==> config.mk <==
export PLATFORM = sky130hd
export DESIGN_NAME = opfwd_select
export DESIGN_NICKNAME = d
export VERILOG_FILES = /design/src/rtl/opfwd_pkg.sv /design/src/rtl/opfwd_use.sv /design/src/rtl/opfwd_match.sv /design/src/rtl/opfwd_select.sv
export SDC_FILE = /design/constraint.sdc
export NUM_CORES = 1
export LEC_CHECK = 0
export BUFFER_PORTS_ARGS = -buffer_cell sky130_fd_sc_hd__buf_2
export CAP_MARGIN = 20
export CELL_PAD_IN_SITES_DETAIL_PLACEMENT = 1
export CELL_PAD_IN_SITES_GLOBAL_PLACEMENT = 2
export CORE_MARGIN = 1.5
export CORE_UTILIZATION = 24
export DETAILED_ROUTE_END_ITERATION = 6
export PLACE_DENSITY = 0.84
export SETUP_SLACK_MARGIN = 0.2
export SKIP_CTS_REPAIR_TIMING = 1
export SYNTH_ARGS = -nofsm -noshare
export SYNTH_HDL_FRONTEND = slang
export SYNTH_SLANG_ARGS = --single-unit
export TNS_END_PERCENT = 1
==> constraint.sdc <==
create_clock -name clk -period 4.3 [get_ports clk]
set_input_delay 0.43 -clock clk [delete_from_list [all_inputs] [get_ports clk]]
set_output_delay 0.43 -clock clk [all_outputs]
set_load 0.02 [all_outputs]
==> src/rtl/opfwd_pkg.sv <==
package opfwd_pkg;
  localparam logic [2:0] CL_ALU_RR = 3'd0;
  localparam logic [2:0] CL_ALU_RM = 3'd1;
  localparam logic [2:0] CL_BRANCH = 3'd2;
  localparam logic [2:0] CL_LOAD   = 3'd3;
  localparam logic [2:0] CL_STORE  = 3'd4;

  localparam logic [1:0] SEL_RF = 2'd0;
  localparam logic [1:0] SEL_MA = 2'd1;
  localparam logic [1:0] SEL_AW = 2'd2;

  // Consumer latch position: 1 = RF/ALU1, 2 = ALU1/MEM, 3 = MEM/ALU2
  localparam int POS_RX = 1;
  localparam int POS_AM = 2;
  localparam int POS_MA = 3;

  function automatic logic is_alu(input logic [2:0] c);
    return (c == CL_ALU_RR) || (c == CL_ALU_RM);
  endfunction
endpackage

==> src/rtl/opfwd_use.sv <==
// Decides which operands of the instruction in one latch are still pending.
module opfwd_use #(
  parameter int POS = 1,
  localparam int NOPS = (POS == 1) ? 3 : 2
) (
  input  logic            valid,
  input  logic [2:0]      cls,
  output logic [NOPS-1:0] need
);
  import opfwd_pkg::*;

  localparam bit MEM_AHEAD  = (POS <= POS_AM);
  localparam bit ALU2_AHEAD = (POS <= POS_MA);

  logic a_alu, a_st, b_use;

  always_comb begin
    a_alu = (cls == CL_ALU_RR) || (cls == CL_ALU_RM) || (cls == CL_BRANCH);
    a_st  = (cls == CL_STORE);
    b_use = (cls == CL_ALU_RR) || (cls == CL_BRANCH);
  end

  assign need[0] = valid && ((a_alu && ALU2_AHEAD) || (a_st && MEM_AHEAD));
  assign need[1] = valid && b_use && ALU2_AHEAD;

  generate
    if (NOPS == 3) begin : g_base
      assign need[2] = valid && (cls inside {CL_ALU_RM, CL_BRANCH, CL_LOAD, CL_STORE});
    end
  endgenerate
endmodule

==> src/rtl/opfwd_match.sv <==
// One operand slot: compare against both producers, apply priority.
module opfwd_match #(
  parameter int REG_W      = 5,
  parameter bit TAKE_MA    = 1'b1,
  parameter bit TAKE_AW_LD = 1'b1
) (
  input  logic             need,
  input  logic [REG_W-1:0] src,
  input  logic             ma_ld,
  input  logic [REG_W-1:0] ma_dest,
  input  logic             aw_ld,
  input  logic             aw_alu,
  input  logic [REG_W-1:0] aw_dest,
  output logic [1:0]       sel
);
  import opfwd_pkg::*;

  logic hit_ma, hit_aw;

  always_comb begin
    hit_ma = TAKE_MA && need && ma_ld && (src == ma_dest);
    hit_aw = need && (aw_alu || (TAKE_AW_LD && aw_ld)) && (src == aw_dest);
    sel    = hit_ma ? SEL_MA : (hit_aw ? SEL_AW : SEL_RF);
  end
endmodule

==> src/rtl/opfwd_select.sv <==
module opfwd_select #(
  parameter int NUM_REGS = 32,
  localparam int REG_W = $clog2(NUM_REGS)
) (
  input  logic             clk,
  input  logic             rst,
  input  logic             rx_valid,
  input  logic [2:0]       rx_cls,
  input  logic [REG_W-1:0] rx_base,
  input  logic [REG_W-1:0] rx_opa,
  input  logic [REG_W-1:0] rx_opb,
  input  logic             am_valid,
  input  logic [2:0]       am_cls,
  input  logic [REG_W-1:0] am_opa,
  input  logic [REG_W-1:0] am_opb,
  input  logic             ma_valid,
  input  logic [2:0]       ma_cls,
  input  logic [REG_W-1:0] ma_dest,
  input  logic [REG_W-1:0] ma_opa,
  input  logic [REG_W-1:0] ma_opb,
  input  logic             aw_valid,
  input  logic [2:0]       aw_cls,
  input  logic [REG_W-1:0] aw_dest,
  output logic [1:0]       sel_rx_base,
  output logic [1:0]       sel_rx_opa,
  output logic [1:0]       sel_rx_opb,
  output logic [1:0]       sel_am_opa,
  output logic [1:0]       sel_am_opb,
  output logic [1:0]       sel_ma_opa,
  output logic [1:0]       sel_ma_opb
);
  import opfwd_pkg::*;

  // Slot order: 0 rx_a, 1 rx_b, 2 rx_base, 3 am_a, 4 am_b, 5 ma_a, 6 ma_b
  localparam int NSLOT = 7;
  localparam logic [NSLOT-1:0] SLOT_MA_OK   = 7'b0011111;
  localparam logic [NSLOT-1:0] SLOT_AWLD_OK = 7'b0000111;

  logic [2:0] need_rx;
  logic [1:0] need_am, need_ma;
  logic [NSLOT-1:0] need;
  logic [REG_W-1:0] src [NSLOT];
  logic [1:0] sel_d [NSLOT];
  logic [1:0] sel_q [NSLOT];
  logic ma_ld, aw_ld, aw_alu;

  opfwd_use #(.POS(POS_RX)) u_use_rx (.valid(rx_valid), .cls(rx_cls), .need(need_rx));
  opfwd_use #(.POS(POS_AM)) u_use_am (.valid(am_valid), .cls(am_cls), .need(need_am));
  opfwd_use #(.POS(POS_MA)) u_use_ma (.valid(ma_valid), .cls(ma_cls), .need(need_ma));

  // Producer qualification: valid, writes a register, not register 0
  assign ma_ld  = ma_valid && (ma_cls == CL_LOAD) && (ma_dest != '0);
  assign aw_ld  = aw_valid && (aw_cls == CL_LOAD) && (aw_dest != '0);
  assign aw_alu = aw_valid && is_alu(aw_cls) && (aw_dest != '0);

  assign need = {need_ma, need_am, need_rx};

  always_comb begin
    src[0] = rx_opa;
    src[1] = rx_opb;
    src[2] = rx_base;
    src[3] = am_opa;
    src[4] = am_opb;
    src[5] = ma_opa;
    src[6] = ma_opb;
  end

  generate
    for (genvar g = 0; g < NSLOT; g++) begin : g_slot
      opfwd_match #(
        .REG_W(REG_W),
        .TAKE_MA(SLOT_MA_OK[g]),
        .TAKE_AW_LD(SLOT_AWLD_OK[g])
      ) u_match (
        .need(need[g]), .src(src[g]),
        .ma_ld(ma_ld), .ma_dest(ma_dest),
        .aw_ld(aw_ld), .aw_alu(aw_alu), .aw_dest(aw_dest),
        .sel(sel_d[g])
      );

      always_ff @(posedge clk) begin
        if (rst) sel_q[g] <= SEL_RF;
        else     sel_q[g] <= sel_d[g];
      end
    end
  endgenerate

  assign sel_rx_opa  = sel_q[0];
  assign sel_rx_opb  = sel_q[1];
  assign sel_rx_base = sel_q[2];
  assign sel_am_opa  = sel_q[3];
  assign sel_am_opb  = sel_q[4];
  assign sel_ma_opa  = sel_q[5];
  assign sel_ma_opb  = sel_q[6];
endmodule

# Word level (Yosys, flattened, before mapping)
# Memory sizes are Yosys's and may differ from the RTL's.
# Index checks and enable logic that the tools add are counted.
classes:
  n_reduce_logical: 57
  n_eq_ne: 24
  bitwise: 7
  mux: 22
ops:
  columns: ["cell", "n"]
  rows:
  - ["== test 5 bit", 12]
  - ["2-to-1 mux 2 bit", 19]
  - ["logical AND 1 bit", 37]
  - ["== test 3 x 2 -> 1 bit (second input constant)", 6]
  - ["logical OR 1 bit", 13]
  - ["== test 3 x 1 -> 1 bit (second input constant)", 4]
  - ["zero test 3 bit", 4]
  - ["nonzero test 5 bit", 2]
  - ["bitwise OR 1 bit", 7]
  - ["== test 3 bit (second input constant)", 2]
  - ["nonzero test 4 bit", 1]
  - ["2-to-1 mux 1 bit", 3]
totals:
  input_bits: 63
  n_memories: 1
  output_inout_bits: 14
  reg_bits: 0
  ramBits: 14
mem_list:
  columns: ["name", "words", "word_bits", "read_ports", "rd_clocked_by_memory_dff", "write_ports", "line", "text"]
  rows:
  - ["sel_q", 7, 2, 7, 0, 7, "opfwd_select.sv:44", "logic [1:0] sel_q [NSLOT];"]

# Logic depth before layout (Yosys ltp)
# Gate-level depths: netlist of run 1.
depth:
  depth_word: 10
  mapped_depth: 5

# Hierarchy
# From an unflattened synthesis of run 1, not the netlist that was laid out.
unflattened:
  cells_unflattened: 163
  area_unflattened_um2: 1390.1
modules_own_cells:
  columns: ["module", "seq_area_each_um2", "area_per_inst_um2", "n_inst", "cells_per_inst"]
  rows:
  - ["opfwd_select", 280.3, 442.9, 1, 39]
  - ["opfwd_match (g_slot[0].u_match ...)", 0.0, 141.4, 3, 18]
  - ["opfwd_match (g_slot[3].u_match ...)", 0.0, 138.9, 2, 17]
  - ["opfwd_match (g_slot[5].u_match ...)", 0.0, 77.6, 2, 11]
  - ["opfwd_use (u_use_rx)", 0.0, 41.3, 1, 7]
  - ["opfwd_use (u_use_ma)", 0.0, 26.3, 1, 3]
  - ["opfwd_use (u_use_am)", 0.0, 22.5, 1, 4]

# Worst setup path after synthesis of run 1
# OpenSTA, ideal clock, no wires.
synth_path:
  path_type: "input -> register"
  startpoint: "input port ma_dest[3]"
  endpoint: "memory sel_q[2][1]"
  path_buffers: 1
  path_stages: 5
  arrival_ns: 1.673
  setup_time_ns: 0.117
  t_required_ns: 4.183
  slack_ns: 2.511
  path_cell_list: "buf_2 > nor2_1 > a211o_1 > or4_4 > and4b_1"
synth_rtl:
  columns: ["element", "line", "text"]
  rows:
  - ["start: declaration", "opfwd_select.sv:18", "input logic [REG_W-1:0] ma_dest,"]
  - ["end: declaration", "opfwd_select.sv:44", null]

==> impl_metrics.env, run 1 <==
export IMPL_status="finished, final reports clean"
export IMPL_postLayoutCellArea_sq_mm=0.00163
export IMPL_netlist_area_sq_mm=0.00121
export IMPL_largest_reg_flops=12
export IMPL_fin_crit_ns=1.69
export IMPL_dr_pass1_iters=2
export IMPL_fp_dieW_microns=73.9
export IMPL_synth_top_flop_cell="dfxtp_1"
export IMPL_syn_to_final_growth_pct=35.0
export IMPL_synthTopCellsByCount="xnor2_1, xor2_1, dfxtp_1"
export IMPL_maxCapViolCount=0
export IMPL_yosys_top_cells_area="xnor2_1, dfxtp_1, xor2_1"
export IMPL_synth_edf_count=0
export IMPL_cp_slowest_stage_delay_ns=0.56
export IMPL_fin_crit_sh_pct=39.4
export IMPL_ys_seq_area_share_pct=19.9
export IMPL_grt_max_degree=10
export IMPL_top_register="sel_q"
export IMPL_antenna_found_initial=0
export IMPL_die_y_microns=73.9
export IMPL_async_flop_share_pct=0
export IMPL_postPlaceCellArea_sq_mm=0.00159
export IMPL_synth_most_common_cell="xnor2_1"
export IMPL_numCtsBuffers=3
export IMPL_slew_viol_final=0
export IMPL_whs_endpoint="sel_q[6][1]"
export IMPL_cts_root_buf="clkbuf_8"
export IMPL_post_route_drc_count=0
export IMPL_worstHoldStart="ma_cls[0]"
export IMPL_dp_cells=275
export IMPL_grt_overflow_total=0
export IMPL_crit_type="in2reg"
export IMPL_p_leak_nw=0.667
export IMPL_final_cells=278
export IMPL_fin_util_pct=34.1
export IMPL_post_place_ws_ns=2.36
export IMPL_clk_pin_slew_ns=0.05
export IMPL_synthCells=145
export IMPL_grt_pass1_vias=1268
export IMPL_start_kind="input port"
export IMPL_power_mw=0.327
export IMPL_setup_ws_ns=2.61
export IMPL_largestRegisters="sel_q (12)"
export IMPL_track_usage_pct=14.3
export IMPL_cts_path_max_buffers=2
export IMPL_fill_cells=608
export IMPL_fmax_mhz=591
export IMPL_rsz0062_at_grt="no"
export IMPL_wl_per_cell_microns=13.6
export IMPL_wl_microns=3780
export IMPL_tns_ns=0
export IMPL_htree_levels=1
export IMPL_start_util_pct=25.2
export IMPL_yosysWarnings=0
export IMPL_dpl_hpwl_microns=3290
export IMPL_hold_ws_ns=0.460
export IMPL_required_ns=4.42
export IMPL_core_area_sq_mm=0.00479
export IMPL_crit_chain="buf_2, nor3_2, a211o_1, or4_4, and4b_1"
export IMPL_io_buffers=74
export IMPL_critical_path_arrival_ns=1.81
export IMPL_drt_initial_drc_count=24
export IMPL_drive_above_1_share_pct=37.9
export IMPL_cts_tree="done"
export IMPL_finalHoldViolations=0
export IMPL_yosys_area_top_type_share_pct=31.9
export IMPL_nets=276
export IMPL_pin_count=77
export IMPL_slowest_stage="or4_4"
export IMPL_avgViaCountPerCell=4.29
export IMPL_powerDensity_mw_per_mm2=201
export IMPL_end_kind="flip-flop"
export IMPL_yosysUniqueCellTypes=30
export IMPL_setup_violations=0
export IMPL_die_area_sq_mm=0.00547
export IMPL_antenna_left=0
export IMPL_n_antenna_cell=0
export IMPL_gp_congestion=0.832
export IMPL_worstPathMaxFanout=6
export IMPL_min_path_cells=3
export IMPL_cts_sinks=12
export IMPL_vias=1194
export IMPL_synth_seq_cells=12
export IMPL_hp_class="in2reg"
export IMPL_grt_pass1_wl_microns=6060
export IMPL_max_vdd_ir_drop_uv=47.4
export IMPL_syn_avg_cell_area_sq_um=8.33
export IMPL_row_count=25
export IMPL_synth_area_leader_cell="xnor2_1"
==> power breakdown <==
part	leakage, nW	internal, mW	switching (mW)
registers	0.0966	0.112	0.0000134
logic	0.549	0.0601	0.0608
clock network	0.0216	0.0611	0.0337
total	0.667	0.233	0.0945
==> worst max-delay path: cells and delay by family <==
| family | cells | cell delay, ns |
|---|---|---|
| buffers and inverters | 1 | 0.18 |
| AOI/OAI and AO/OA | 1 | 0.36 |
| and+or+nand+nor | 3 | 0.83 |
==> placed cells by master (no fill, tap or decap), drive strengths merged, types with 4 or more instances in the layout <==
cell type,count
buf,74
xnor2,44
xor2,17
dfxtp,12
nor3,8
nor4,7
nand3,7
nand2,6
nand4,5
nor2,4
==> layout make-up <==
class	count	area, sq um	share of cell area [%]
Sequential cell	12	240	14.7
Multi-Input combinational cell	122	895	54.9
Timing Repair Buffer	74	370	22.7
Clock buffer	3	41.3	2.53
Tap cell	67	83.8	5.14
==> worst max-delay path by stage <==
stage                          start          end  slack [ns]  cells after the start
after CTS                 ma_dest[0]  sel_q[2][1]        2.60                      5
after global placement     ma_cls[2]  sel_q[2][1]        2.39                      5
final                     ma_dest[4]  sel_q[2][1]        2.61                      5
after detailed placement  ma_dest[0]  sel_q[2][1]        2.36                      5
after floorplan           ma_dest[3]  sel_q[2][1]        2.51                      5
after global routing      ma_dest[4]  sel_q[4][1]        2.55                      5
==> routing by layer <==
metal / up-vias / GRT usage (%) / wire, microns
met2: 38 / 23.6 / 1790
li1: 618 / - / -
met1: 536 / 19.5 / 1740
met3: 2 / 2.57 / 234
met5: - / 0 / 0
met4: 0 / 3.09 / 16
==> kinds of logic (layout without fill, tap and decap cells) <==
| family | Yosys count | after routing | synth area share (%) |
|---|---|---|---|
| xor+xnor | 61 | 61 | 44.2 |
| simple gates | 52 | 52 | 25.8 |
| flops | 12 | 12 | 19.9 |
| buf+inv | 12 | 77 | 6.32 |
| compound gates | 7 | 7 | 3.42 |
| other cells | 1 | 2 | 0.311 |
No activity file was read; power rests on OpenSTA's default activity.
==> run 2: changes to the inputs <==
--- a/config.mk
+++ b/config.mk
@@ -10,9 +10,9 @@
 export CELL_PAD_IN_SITES_DETAIL_PLACEMENT = 1
 export CELL_PAD_IN_SITES_GLOBAL_PLACEMENT = 2
 export CORE_MARGIN = 1.5
-export CORE_UTILIZATION = 24
+export CORE_UTILIZATION = 22
 export DETAILED_ROUTE_END_ITERATION = 6
-export PLACE_DENSITY = 0.84
+export PLACE_DENSITY = 0.78
 export SETUP_SLACK_MARGIN = 0.2
 export SKIP_CTS_REPAIR_TIMING = 1
 export SYNTH_ARGS = -nofsm -noshare
==> constraint.sdc (replaced) <==
create_clock -name clk -period 1.8 [get_ports clk]
set_input_delay 0.18 -clock clk [delete_from_list [all_inputs] [get_ports clk]]
set_output_delay 0.18 -clock clk [all_outputs]
set_load 0.02 [all_outputs]
==> run 2 against run 1 <==
  * Critical path depth stayed put
  * Combinational power grew to 2.5 times the previous value
  * Power grew 140%
  * Sequential power grew 140%
  * Setup slack got worse by 2.3 ns
  * Cell area grew 3.9%
  * Routed wire length up 5.2%
  * Cell count grew 4.0%
  * Die area up 8.7%
  * Sequential cell count is the same
  * First-iteration DRC count up 8.3%
  * Hold slack lost 0.24 ns
  * Critical endpoint unchanged
==> impl_metrics.env, run 2 (synthesis gave the netlist of run 1 again) <==
export IMPL_cts_root_buf="clkbuf_8"
export IMPL_critical_path_arrival_ns=1.60
export IMPL_final_cell_mix="buf_2, xnor2_1, xor2_1, dfxtp_1, buf_4"
export IMPL_htree_levels=1
export IMPL_cts_sinks=12
export IMPL_setup_ws_ns=0.320
export IMPL_die_area_sq_mm=0.00594
export IMPL_fin_crit_ns=1.48
export IMPL_gp_congestion=0.859
export IMPL_crit_chain="buf_2, nand2b_1, a211o_1, or4_4, and4b_1"
export IMPL_p_leak_nw=0.705
export IMPL_hp_class="in2reg"
export IMPL_crit_type="in2reg"
export IMPL_combPwrFrac_pct=38.3
export IMPL_fin_crit_sh_pct=82.2
export IMPL_clk_pin_slew_ns=0.05
export IMPL_cts_tree="done"
export IMPL_dr_pass1_iters=4
export IMPL_p_sw_mw=0.230
export IMPL_finalHoldViolations=0
export IMPL_io_buffers=74
export IMPL_tns_ns=0
export IMPL_maxCapViolCount=0
export IMPL_wl_microns=3980
export IMPL_grt_max_degree=10
export IMPL_wl_per_cell_microns=13.8
export IMPL_setup_violations=0
export IMPL_slowest_stage="or4_4"
export IMPL_n_antenna_cell=0
export IMPL_start_kind="input port"
export IMPL_core_area_sq_mm=0.00520
export IMPL_final_common_cell="buf_2"
export IMPL_grt_pass1_wl_microns=6400
export IMPL_min_path_cells=3
export IMPL_largest_reg_flops=12
export IMPL_cp_top_family="simple AND/OR/NAND/NOR gates"
export IMPL_post_route_drc_count=0
export IMPL_grt_overflow_total=0
export IMPL_pwr_share_clk_pct=28.2
export IMPL_power_frac_seq_pct=33.4
export IMPL_syn_to_final_growth_pct=40.3
export IMPL_rsz0062_at_grt="no"
export IMPL_largestRegisters="sel_q (12)"
export IMPL_nets=284
export IMPL_drt_initial_drc_count=26
export IMPL_numCtsBuffers=3
export IMPL_start_util_pct=23.2
export IMPL_powerDensity_mw_per_mm2=471
export IMPL_antenna_left=0
export IMPL_fmax_mhz=675
export IMPL_max_vdd_ir_drop_uv=146
export IMPL_fin_util_pct=32.5
export IMPL_avgViaCountPerCell=4.28
export IMPL_die_y_microns=77.1
export IMPL_required_ns=1.92
export IMPL_switching_share_pct=28.8
export IMPL_worstHoldStart="ma_cls[0]"
export IMPL_grt_pass1_vias=1317
export IMPL_pin_count=77
export IMPL_whs_endpoint="sel_q[6][1]"
export IMPL_vias=1238
export IMPL_end_kind="flip-flop"
export IMPL_worstPathMaxFanout=6
export IMPL_row_count=26
export IMPL_power_internal_mw=0.568
export IMPL_slew_viol_final=0
export IMPL_cts_path_max_buffers=2
export IMPL_top_register="sel_q"
export IMPL_drive_above_1_share_pct=40.2
export IMPL_track_usage_pct=13.5
export IMPL_crit_buf_inv=1
export IMPL_cp_slowest_stage_delay_ns=0.57
export IMPL_antenna_found_initial=0
export IMPL_post_place_ws_ns=0.0823
export IMPL_status="finished, final reports clean"
export IMPL_fp_dieW_microns=77.1
export IMPL_dpl_hpwl_microns=3530
[run 2: how the worst max path moves through the flow]
stage | startpoint | endpoint | slack [ns] | depth (start not counted)
after global placement | ma_cls[2] | sel_q[2][1] | 0.11 | 5
after global routing | ma_cls[2] | sel_q[2][1] | 0.28 | 5
final | ma_cls[2] | sel_q[2][1] | 0.32 | 5
after floorplan | ma_dest[3] | sel_q[2][1] | 0.26 | 5
after CTS | ma_cls[2] | sel_q[2][1] | 0.33 | 5
after detailed placement | ma_cls[2] | sel_q[2][1] | 0.08 | 5
[run 2: layout make-up]
class / count / area [sq um]
clock buffer: 3 / 41.3
sequential: 12 / 240
tap: 70 / 87.6
fill: 666 / 3510
timing repair buffer: 82 / 430
multi-input combinational: 122 / 895
[run 2: power by group through the flow]
stage | combinational (mW) | clock (mW) | sequential, mW
final | 0.306 | 0.225 | 0.267
after global routing | 0.337 | 0.246 | 0.266
after CTS | 0.310 | 0.235 | 0.266
after detailed placement | 0.309 | 0 | 0.272
after global placement | 0.304 | 0 | 0.272
after floorplan | 0.182 | 0 | 0.272
[run 2: metal layers]
layer / track usage (%) / share of wire [%]
met3: 1.90 / 6.3
met1: 18.6 / 47
met2: 22.3 / 47
met5: 0 / 0
met4: 2.73 / 0.38
[run 2: stage by stage]
stage          hold slack [ns]  area (sq um)  std cells  power (mW)
2_1_floorplan            0.251          1210        146       0.454
3_3_place_gp             0.462          1650        286       0.576
3_5_place_dp             0.455          1650        286       0.581
4_1_cts                  0.212          1690        289       0.811
5_1_grt                  0.232          1690        289       0.849
6_report                 0.216          1690        289       0.798
